File: config.mk
export PLATFORM = sky130hd
export DESIGN_NAME = stdp_hist_tracker
export DESIGN_NICKNAME = d
export VERILOG_FILES = /design/src/rtl/sht_pkg.sv /design/src/rtl/sht_delta_calc.sv /design/src/rtl/sht_history_reg.sv /design/src/rtl/sht_event_clock.sv /design/src/rtl/stdp_hist_tracker.sv
export SDC_FILE = /design/constraint.sdc
export NUM_CORES = 1
export LEC_CHECK = 0
export CAP_MARGIN = 20
export CORE_MARGIN = 4
export CORE_UTILIZATION = 25
export DETAILED_ROUTE_END_ITERATION = 6
export HOLD_SLACK_MARGIN = 0.06
export PLACE_DENSITY = 0.44
export SYNTH_ARGS = -nofsm -noshare
export SYNTH_HDL_FRONTEND = slang
export SYNTH_HIERARCHICAL = 1
export SYNTH_SLANG_ARGS = --single-unit
File: constraint.sdc
create_clock -name clk -period 6.4 [get_ports clk]
set_input_delay 0.96 -clock clk [delete_from_list [all_inputs] [get_ports clk]]
set_output_delay 0.96 -clock clk [all_outputs]
set_load 0.01 [all_outputs]
File: src/rtl/sht_pkg.sv
package sht_pkg;

    typedef enum logic [1:0] {
        ST_EMPTY,
        ST_IDLE,
        ST_SHIFT,
        ST_EMIT
    } sht_state_e;

    typedef enum logic [2:0] {
        HOP_HOLD,
        HOP_CLEAR,
        HOP_SEED,
        HOP_SHIFT,
        HOP_SHIFT_SEED
    } hist_op_e;

endpackage

File: src/rtl/sht_delta_calc.sv
module sht_delta_calc #(
    parameter int TW        = 32,
    parameter int HIST_BITS = 24,
    parameter int RES_LOG2  = 1,
    parameter int CW        = $clog2(HIST_BITS + 1)
) (
    input  logic [TW-1:0] now_time,
    input  logic [TW-1:0] last_time,
    output logic [CW-1:0] steps
);
    logic [TW-1:0] diff;
    logic [TW-1:0] slots;

    always_comb begin
        diff  = now_time - last_time;
        slots = diff >> RES_LOG2;
        if (slots >= TW'(HIST_BITS)) begin
            steps = CW'(HIST_BITS);
        end else begin
            steps = slots[CW-1:0];
        end
    end
endmodule

File: src/rtl/sht_history_reg.sv
module sht_history_reg
    import sht_pkg::*;
#(
    parameter int HIST_BITS = 24
) (
    input  logic                 clk,
    input  logic                 rst,
    input  hist_op_e             op,
    output logic [HIST_BITS-1:0] hist_q,
    output logic                 top_bit,
    output logic                 empty
);
    localparam logic [HIST_BITS-1:0] SEED_V = HIST_BITS'(1);

    always_ff @(posedge clk) begin
        if (rst) begin
            hist_q <= '0;
        end else begin
            unique case (op)
                HOP_HOLD:       hist_q <= hist_q;
                HOP_CLEAR:      hist_q <= '0;
                HOP_SEED:       hist_q <= SEED_V;
                HOP_SHIFT:      hist_q <= {hist_q[HIST_BITS-2:0], 1'b0};
                HOP_SHIFT_SEED: hist_q <= {hist_q[HIST_BITS-2:0], 1'b1};
                default:        hist_q <= hist_q;
            endcase
        end
    end

    assign top_bit = hist_q[HIST_BITS-1];
    assign empty   = (hist_q == '0);
endmodule

File: src/rtl/sht_event_clock.sv
module sht_event_clock #(
    parameter int TW        = 32,
    parameter int HIST_BITS = 24,
    parameter int RES_LOG2  = 1
) (
    input  logic          clk,
    input  logic          rst,
    input  logic          load,
    input  logic [TW-1:0] anchor,
    input  logic          advance,
    output logic [TW-1:0] slot_time
);
    localparam int STEP_MS = 1 << RES_LOG2;
    localparam logic [TW-1:0] SPAN = TW'(STEP_MS * (HIST_BITS - 1));

    always_ff @(posedge clk) begin
        if (rst) begin
            slot_time <= '0;
        end else if (load) begin
            slot_time <= anchor - SPAN;
        end else if (advance) begin
            slot_time <= slot_time + TW'(STEP_MS);
        end
    end
endmodule

File: src/rtl/stdp_hist_tracker.sv
module stdp_hist_tracker
    import sht_pkg::*;
#(
    parameter int TW        = 32,
    parameter int HIST_BITS = 24,
    parameter int LOW_PAD   = 8,
    parameter int RES_LOG2  = 1,
    localparam int WORD_W   = HIST_BITS + LOW_PAD,
    localparam int SW       = $clog2(HIST_BITS)
) (
    input  logic              clk,
    input  logic              rst,
    input  logic              spk_valid,
    output logic              spk_ready,
    input  logic [TW-1:0]     spk_time,
    output logic              ev_valid,
    input  logic              ev_ready,
    output logic [TW-1:0]     ev_time,
    input  logic [SW-1:0]     q_slot,
    output logic              q_hit,
    output logic [TW-1:0]     q_time,
    output logic [WORD_W-1:0] fine_word,
    output logic [TW-1:0]     coarse_time
);
    localparam int CW = $clog2(HIST_BITS + 1);

    sht_state_e state_q, state_d;
    hist_op_e   hop;

    logic [TW-1:0]        coarse_q;
    logic [TW-1:0]        target_q;
    logic [CW-1:0]        steps_q;
    logic [CW-1:0]        steps_in;
    logic [HIST_BITS-1:0] hist_q;
    logic                 hist_top;
    logic                 hist_empty;

    logic take_spike;
    logic coarse_from_in;
    logic coarse_from_tgt;
    logic ev_load;
    logic ev_adv;
    logic step_dec;

    sht_delta_calc #(
        .TW(TW), .HIST_BITS(HIST_BITS), .RES_LOG2(RES_LOG2), .CW(CW)
    ) u_delta (
        .now_time (spk_time),
        .last_time(coarse_q),
        .steps    (steps_in)
    );

    sht_history_reg #(.HIST_BITS(HIST_BITS)) u_hist (
        .clk    (clk),
        .rst    (rst),
        .op     (hop),
        .hist_q (hist_q),
        .top_bit(hist_top),
        .empty  (hist_empty)
    );

    sht_event_clock #(
        .TW(TW), .HIST_BITS(HIST_BITS), .RES_LOG2(RES_LOG2)
    ) u_evclk (
        .clk      (clk),
        .rst      (rst),
        .load     (ev_load),
        .anchor   (coarse_q),
        .advance  (ev_adv),
        .slot_time(ev_time)
    );

    // state register
    always_ff @(posedge clk) begin
        if (rst) begin
            state_q <= ST_EMPTY;
        end else begin
            state_q <= state_d;
        end
    end

    // next state and control outputs
    always_comb begin
        state_d         = state_q;
        hop             = HOP_HOLD;
        take_spike      = 1'b0;
        coarse_from_in  = 1'b0;
        coarse_from_tgt = 1'b0;
        ev_load         = 1'b0;
        ev_adv          = 1'b0;
        step_dec        = 1'b0;
        unique case (state_q)
            ST_EMPTY: begin
                if (spk_valid) begin
                    hop            = HOP_SEED;
                    coarse_from_in = 1'b1;
                    state_d        = ST_IDLE;
                end
            end
            ST_IDLE: begin
                if (spk_valid) begin
                    if (steps_in == '0) begin
                        coarse_from_in = 1'b1;
                    end else begin
                        take_spike = 1'b1;
                        ev_load    = 1'b1;
                        state_d    = ST_SHIFT;
                    end
                end
            end
            ST_SHIFT: begin
                if (hist_empty) begin
                    hop             = HOP_SEED;
                    coarse_from_tgt = 1'b1;
                    state_d         = ST_IDLE;
                end else if (hist_top) begin
                    state_d = ST_EMIT;
                end else begin
                    ev_adv = 1'b1;
                    if (steps_q == CW'(1)) begin
                        hop             = HOP_SHIFT_SEED;
                        coarse_from_tgt = 1'b1;
                        state_d         = ST_IDLE;
                    end else begin
                        hop      = HOP_SHIFT;
                        step_dec = 1'b1;
                    end
                end
            end
            ST_EMIT: begin
                if (ev_ready) begin
                    ev_adv = 1'b1;
                    if (steps_q == CW'(1)) begin
                        hop             = HOP_SHIFT_SEED;
                        coarse_from_tgt = 1'b1;
                        state_d         = ST_IDLE;
                    end else begin
                        hop      = HOP_SHIFT;
                        step_dec = 1'b1;
                        state_d  = ST_SHIFT;
                    end
                end
            end
            default: state_d = ST_EMPTY;
        endcase
    end

    // datapath registers
    always_ff @(posedge clk) begin
        if (rst) begin
            coarse_q <= '0;
            target_q <= '0;
            steps_q  <= '0;
        end else begin
            if (coarse_from_in) begin
                coarse_q <= spk_time;
            end else if (coarse_from_tgt) begin
                coarse_q <= target_q;
            end
            if (take_spike) begin
                target_q <= spk_time;
                steps_q  <= steps_in;
            end else if (step_dec) begin
                steps_q <= steps_q - CW'(1);
            end
        end
    end

    assign spk_ready   = (state_q == ST_EMPTY) || (state_q == ST_IDLE);
    assign ev_valid    = (state_q == ST_EMIT);
    assign fine_word   = {hist_q, {LOW_PAD{1'b0}}};
    assign coarse_time = coarse_q;

    always_comb begin
        q_time = coarse_q - (TW'(q_slot) << RES_LOG2);
        if (int'(q_slot) < HIST_BITS) begin
            q_hit = hist_q[q_slot];
        end else begin
            q_hit = 1'b0;
        end
    end
endmodule

==> results of run 1 <==
## cell families (layout without fill, tap and decap cells)
logic type | Yosys count | after routing | share of synthesized area (%)
AOI/OAI and AO/OA | 298 | 298 | 22.21
xor gates and xnor gates | 87 | 87 | 8.096
adders and majority gates | 41 | 41 | 5.610
buffers and inverters | 129 | 290 | 6.408
DFF | 127 | 127 | 27.01
muxes | 50 | 50 | 6.262
other | 1 | 8 | 0.03984
and+or+nand+nor | 434 | 434 | 24.36
## routing by layer
metal	up-vias	part of all wire, %	GRT usage [%]
li1	4559	-	-
met1	4440	47	22.02
met2	228	48	27.84
met3	30	4.1	2.904
met4	0	1.4	4.492
met5	-	0	0
## worst register-to-register path: cells and delay by family (launching register included)
kind,cells,cell delay [ps]
and+or+nand+nor,8,1760
AOI/OAI and AO/OA,6,1650
buffers and inverters,4,780
DFF,1,680
adders and majority gates,1,310
## flip-flops by register name, indices dropped and copies added, names as in the netlist
name and count:
coarse_time 32, target_q 32, u_evclk/slot_time 32, u_hist/hist_q 24, steps_q 5, state_q 2
## final timing paths
| check | start | end | slack [ps] |
|---|---|---|---|
| worst max-delay path | spk_time[15] | u_evclk/slot_time[26] | 690 |
| worst min-delay path | target_q[0] | target_q[0] | 450 |
| worst max register to register | coarse_time[19] | u_evclk/slot_time[26] | 1170 |
| worst min register to register | target_q[0] | target_q[0] | 450 |
## cells in the final DEF, fill, tap and decap left out, drive strengths merged, types with 25 or more instances in the layout
cell type      netlist  routed
nand4               25      25
a21oi               78      78
nor3                38      38
nand3               33      33
nand2              153     153
mux2i               42      42
dfxtp              127     127
buf                 31      35
nor2                72      72
xor2                48      48
xnor2               39      39
clkdlybuf4s50        0     162
ha                  39      39
inv                 60      61
nor4                25      25
o21ai               59      59
## per-stage QoR
step | util, % | setup WS (ps)
3_5_place_dp | 31.39 | 278.7
6_report | 32.95 | 693.8
2_1_floorplan | - | 791.2
3_3_place_gp | 31.39 | 316.8
5_1_grt | 32.95 | 443.1
4_1_cts | 32.91 | 728.2
## area by class of cell
cell class / instances / area [µm²]
flip-flops and latches: 127 / 2542
multi-input cells: 918 / 6299
repair buffers: 197 / 1889
inverters: 61 / 229.0
clock inverters: 11 / 90.09
clock buffers: 21 / 470.5
well taps: 504 / 630.6
fillers: 3884 / 24720
## where the power goes
part / leakage [nW] / switching [mW] / internal (mW) / total, mW
Clock: 0.270 / 0.391 / 0.559 / 0.951
Combinational: 3.00 / 0.532 / 0.406 / 0.938
Sequential: 1.03 / 0.0596 / 0.830 / 0.890
Total: 4.30 / 0.983 / 1.80 / 2.78
==> impl_metrics.yaml, run 1 <==
logic_synthesis:
  synth_top_cells_by_count: "nand2_1, dfxtp_1, a21oi_1, nor2_1, inv_1"
  ys_seq_area_share_pct: 27.01
  yosys_register_bits: 127
  syn_area_mm2: 0.009412
  syn_inst: 1167
  synthFlopType: "dfxtp_1"
  async_flop_share_pct: 0
  yosysWarnings: 6
  synth_top_area_share_pct: 27.01
  synth-edff-count: 0
  yosysMostFrequentCell: "nand2_1"
  synthTopCellsByArea: "dfxtp_1, nand2_1, ha_1"
  syn_avg_cell_area_um2: 8.065
  yosys.cell_types.count: 98
  synth_top_area_cell: "dfxtp_1"
global_route:
  grt_first_pass_wirelength_um: 53920
  grt_max_degree: 44
  grt_pass1_vias: 9023
  grtUsageTotal_pct: 16.59
  antenna_found_initial: 0
  overflow: 0
drt:
  remaining_drc_errors: 0
  avgViaCountPerCell: 5.034
  first_pass_iters: 6
  vias: 9257
  drt_wl_total_um: 34870
  antenna_left: 0
  drtIter0Drc: 575
  wire_per_inst_um: 18.96
flow_run:
  cap_violations: 0
die:
  placeableCoreArea_mm2: 0.03687
  num_rows: 70
  dieArea_mm2: 0.04081
  dieWidth_um: 202.0
  chipHeight_um: 202.0
  start_util_pct: 25.52
  io_pins: 172
finish:
  layout-drive-gt1-share_pct: 9.139
  fin_nets: 1404
  design_area_mm2: 0.01215
  area_growth_pct: 29.10
  instances_no_fill: 1839
  num_antenna_cells: 0
timing:
  clock_skew_ps: 10.70
  setup_viol_count_final: 0
  tightest_slew_ps: 780.9
  period_minus_slack_ps: 5706
  hold_violations: 0
  fmax_ghz: 0.1752
  hold-worst-slack_ps: 453.5
  slew-limit-headroom_pct: 47.81
  fin_tns_setup_ps: 0
  grt_setup_unrepaired: "no"
  maxSlewViolCount: 0
  timing.final.crit_share_pct: 89.16
setup_path:
  critPathMaxStageDelay_ps: 470
  startpoint_type: "input pin"
  end_kind: "register"
  path_buf_inv: 3
  path_max_fanout: 16
  cp_data_required_time_ps: 6750
  crit_path_top_delay_cell: "or4_1"
  path_delay_family: "compound AO/OA/AOI/OAI gates"
  critical_path_class: "in2reg"
  cp.arrival_ps: 6060
  crit_chain: "clkdlybuf4s50_1, ha_1, a21oi_1, o211ai_1, a21oi_4, a31oi_2, o2111a_1, or4_1, a2111o_1, nor4_4, and3b_1, nor3_1, nand2_1, nand3_1, inv_2, inv_1, or3_1, a311oi_2"
  cp_num_cells: 18
  r2r_cells: 19
cts:
  holdBufCountCts: 0
  h-tree-depth: 4
  clk_pin_slew_ps: 60
  cts_made_buffers: 17
  clockBufferDepth: 2
  cts-resized-gates: 0
  post_cts_buffers: 0
  cts_tree: "yes"
  clock_latency_ps: 440
  cts_root_buf: "clkbuf_16"
  cts.sinks: 127
power_and_ir_drop:
  p_leak_nw: 4.303
  ir_drop_mv: 0.2026
  total_power_mw: 2.779
  p_per_area_mw_per_mm2: 228.7
placement:
  port_buffers: 163
  placed_cell_area_mm2: 0.01157
  dp_hpwl_um: 26460
  routabilityCongestion: 0.8916
  dp_cells: 1806
outcome:
  status: "complete, no violations"
worst_hold_path:
  hp-class: "reg2reg"
  whs_path_depth: 2
Note: power is estimated with default switching activity, not from simulation.
==> inputs of run 2 (changes only) <==
==> constraint.sdc (replaced) <==
create_clock -name clk -period 6.4 [get_ports clk]
set_input_delay 0.96 -clock clk [delete_from_list [all_inputs] [get_ports clk]]
set_output_delay 0.96 -clock clk [all_outputs]
set_load 0.05 [all_outputs]
==> impl_metrics.yaml, run 2 (synthesis results as in run 1) <==
outcome:
  status: "complete, no violations"
placement:
  port_buffers: 163
  dp_hpwl_um: 26850
  routabilityCongestion: 0.8696
die:
  chipHeight_um: 202.0
  io_pins: 172
  dieWidth_um: 202.0
  placeableCoreArea_mm2: 0.03687
  start_util_pct: 25.52
  dieArea_mm2: 0.04081
  num_rows: 70
global_route:
  overflow: 0
  busiest_layer: "met2"
  grt_first_pass_wirelength_um: 54380
  grtUsageMet1_pct: 22.56
  grt_pass1_vias: 9041
  antenna_found_initial: 0
  grt_max_degree: 49
  grtUsageTotal_pct: 16.65
  use_met3_pct: 2.503
  met2_usage_pct: 27.81
cts:
  cts-resized-gates: 0
  holdBufCountCts: 0
  h-tree-depth: 4
  cts_tree: "yes"
  post_cts_buffers: 0
  cts.sinks: 127
  cts_made_buffers: 17
  clock_latency_ps: 440
  cts_root_buf: "clkbuf_16"
  clk_pin_slew_ps: 60
  clockBufferDepth: 2
timing:
  setup_viol_count_final: 0
  timing.final.crit_share_pct: 86.43
  slew-limit-headroom_pct: 23.45
  fin_tns_setup_ps: 0
  maxSlewViolCount: 0
  grt_setup_unrepaired: "no"
  period_minus_slack_ps: 5531
  fmax_ghz: 0.1808
  clock_skew_ps: 11.05
  tightest_slew_ps: 1148
  hold_violations: 0
power_and_ir_drop:
  swShare_pct: 39.57
  p_per_area_mw_per_mm2: 256.1
  total_power_mw: 3.130
  seq_power_share_pct: 28.5
  clkPwrFrac_pct: 34.2
  power.internal_mw: 1.891
  p_switching_mw: 1.239
  p_comb_share_pct: 37.3
  p_leak_nw: 4.325
  ir_drop_mv: 0.1864
flow_run:
  cap_violations: 0
finish:
  area_growth_pct: 29.83
  fin_nets: 1404
  final_common_cell: "clkdlybuf4s50_1"
  num_antenna_cells: 0
  most-common-layout-cells: "clkdlybuf4s50_1, nand2_1, dfxtp_1, nor2_1, a21oi_1"
  layout-drive-gt1-share_pct: 9.213
drt:
  drt_wl_total_um: 35020
  antenna_left: 0
  drtIter0Drc: 532
  first_pass_iters: 5
  avgViaCountPerCell: 5.024
  wire_per_inst_um: 19.04
  remaining_drc_errors: 0
  vias: 9239
setup_path:
  end_kind: "register"
  cp_data_required_time_ps: 6750
  critical_path_class: "in2reg"
  startpoint_type: "input pin"
  path_max_fanout: 15
  cp.arrival_ps: 5880
worst_hold_path:
  hp-class: "reg2reg"
## run 2: stage by stage
stage	instance area, µm²	instances	hold slack [ps]	utilization, %	setup WS [ps]
6_report	12220	1839	455.1	33.14	868.5
5_1_grt	12220	1839	476.9	33.14	538.2
4_1_cts	12220	1839	455.5	33.14	864.3
3_5_place_dp	11580	1807	447.0	31.41	421.1
3_3_place_gp	11580	1807	441.3	31.41	438.3
2_1_floorplan	9438	1174	436.0	-	788.5
## run 2: final timing paths
kind,endpoint,cells past startpoint,startpoint,slack (ps)
worst max-delay path,u_evclk/slot_time[29],19,spk_time[15],870
worst min-delay path,target_q[3],2,target_q[3],460
worst max register to register,u_evclk/slot_time[29],19,coarse_time[10],1320
worst min register to register,target_q[3],2,target_q[3],460
## run 2: area by class of cell
class | instances | area (µm²)
fill | 3858 | 24650
multi-input combinational | 918 | 6299
clock inverter | 15 | 211.5
timing repair buffer | 197 | 1882
inverter | 61 | 229.0
sequential | 127 | 2542
tap | 504 | 630.6
clock buffer | 17 | 425.4
## run 2: power by group through the flow
stage                     Clock (mW)  Sequential [mW]  Combinational (mW)
after global placement             0            0.910                1.17
after floorplan                    0            0.990               0.705
after detailed placement           0            0.911                1.16
after CTS                       1.10            0.893                1.17
after global routing            1.13            0.901                1.25
final                           1.07            0.893                1.17
## run 2: critical path: stages
cell and delay, ps:
clkdlybuf4s50_1 460, ha_1 460, a21oi_1 340, o211ai_1 230, a21oi_4 270, a31oi_2 130, o2111a_1 280, or4_1 470
a2111o_1 460, nor4_4 240, and3b_1 240, nor3_1 70, nand2_1 150, nand3_1 140, inv_2 210, buf_4 240
a311oi_1 80, a41o_1 270, a211oi_2 180
## run 2: per-layer routing
metal / up-vias / part of all wire, %
met5: - / 0
met4: 0 / 1.4
met3: 24 / 4.0
met2: 215 / 47
met1: 4437 / 47
li1: 4563 / -
==> inputs of run 3 (changes only) <==
--- a/config.mk
+++ b/config.mk
@@ -11,6 +11,7 @@
 export DETAILED_ROUTE_END_ITERATION = 6
 export HOLD_SLACK_MARGIN = 0.06
 export PLACE_DENSITY = 0.44
+export SETUP_SLACK_MARGIN = 0.3
 export SYNTH_ARGS = -nofsm -noshare
 export SYNTH_HDL_FRONTEND = slang
 export SYNTH_HIERARCHICAL = 1
==> results of run 3 <==
No change in the layout: final DEF, timing and power equal those of run 2.
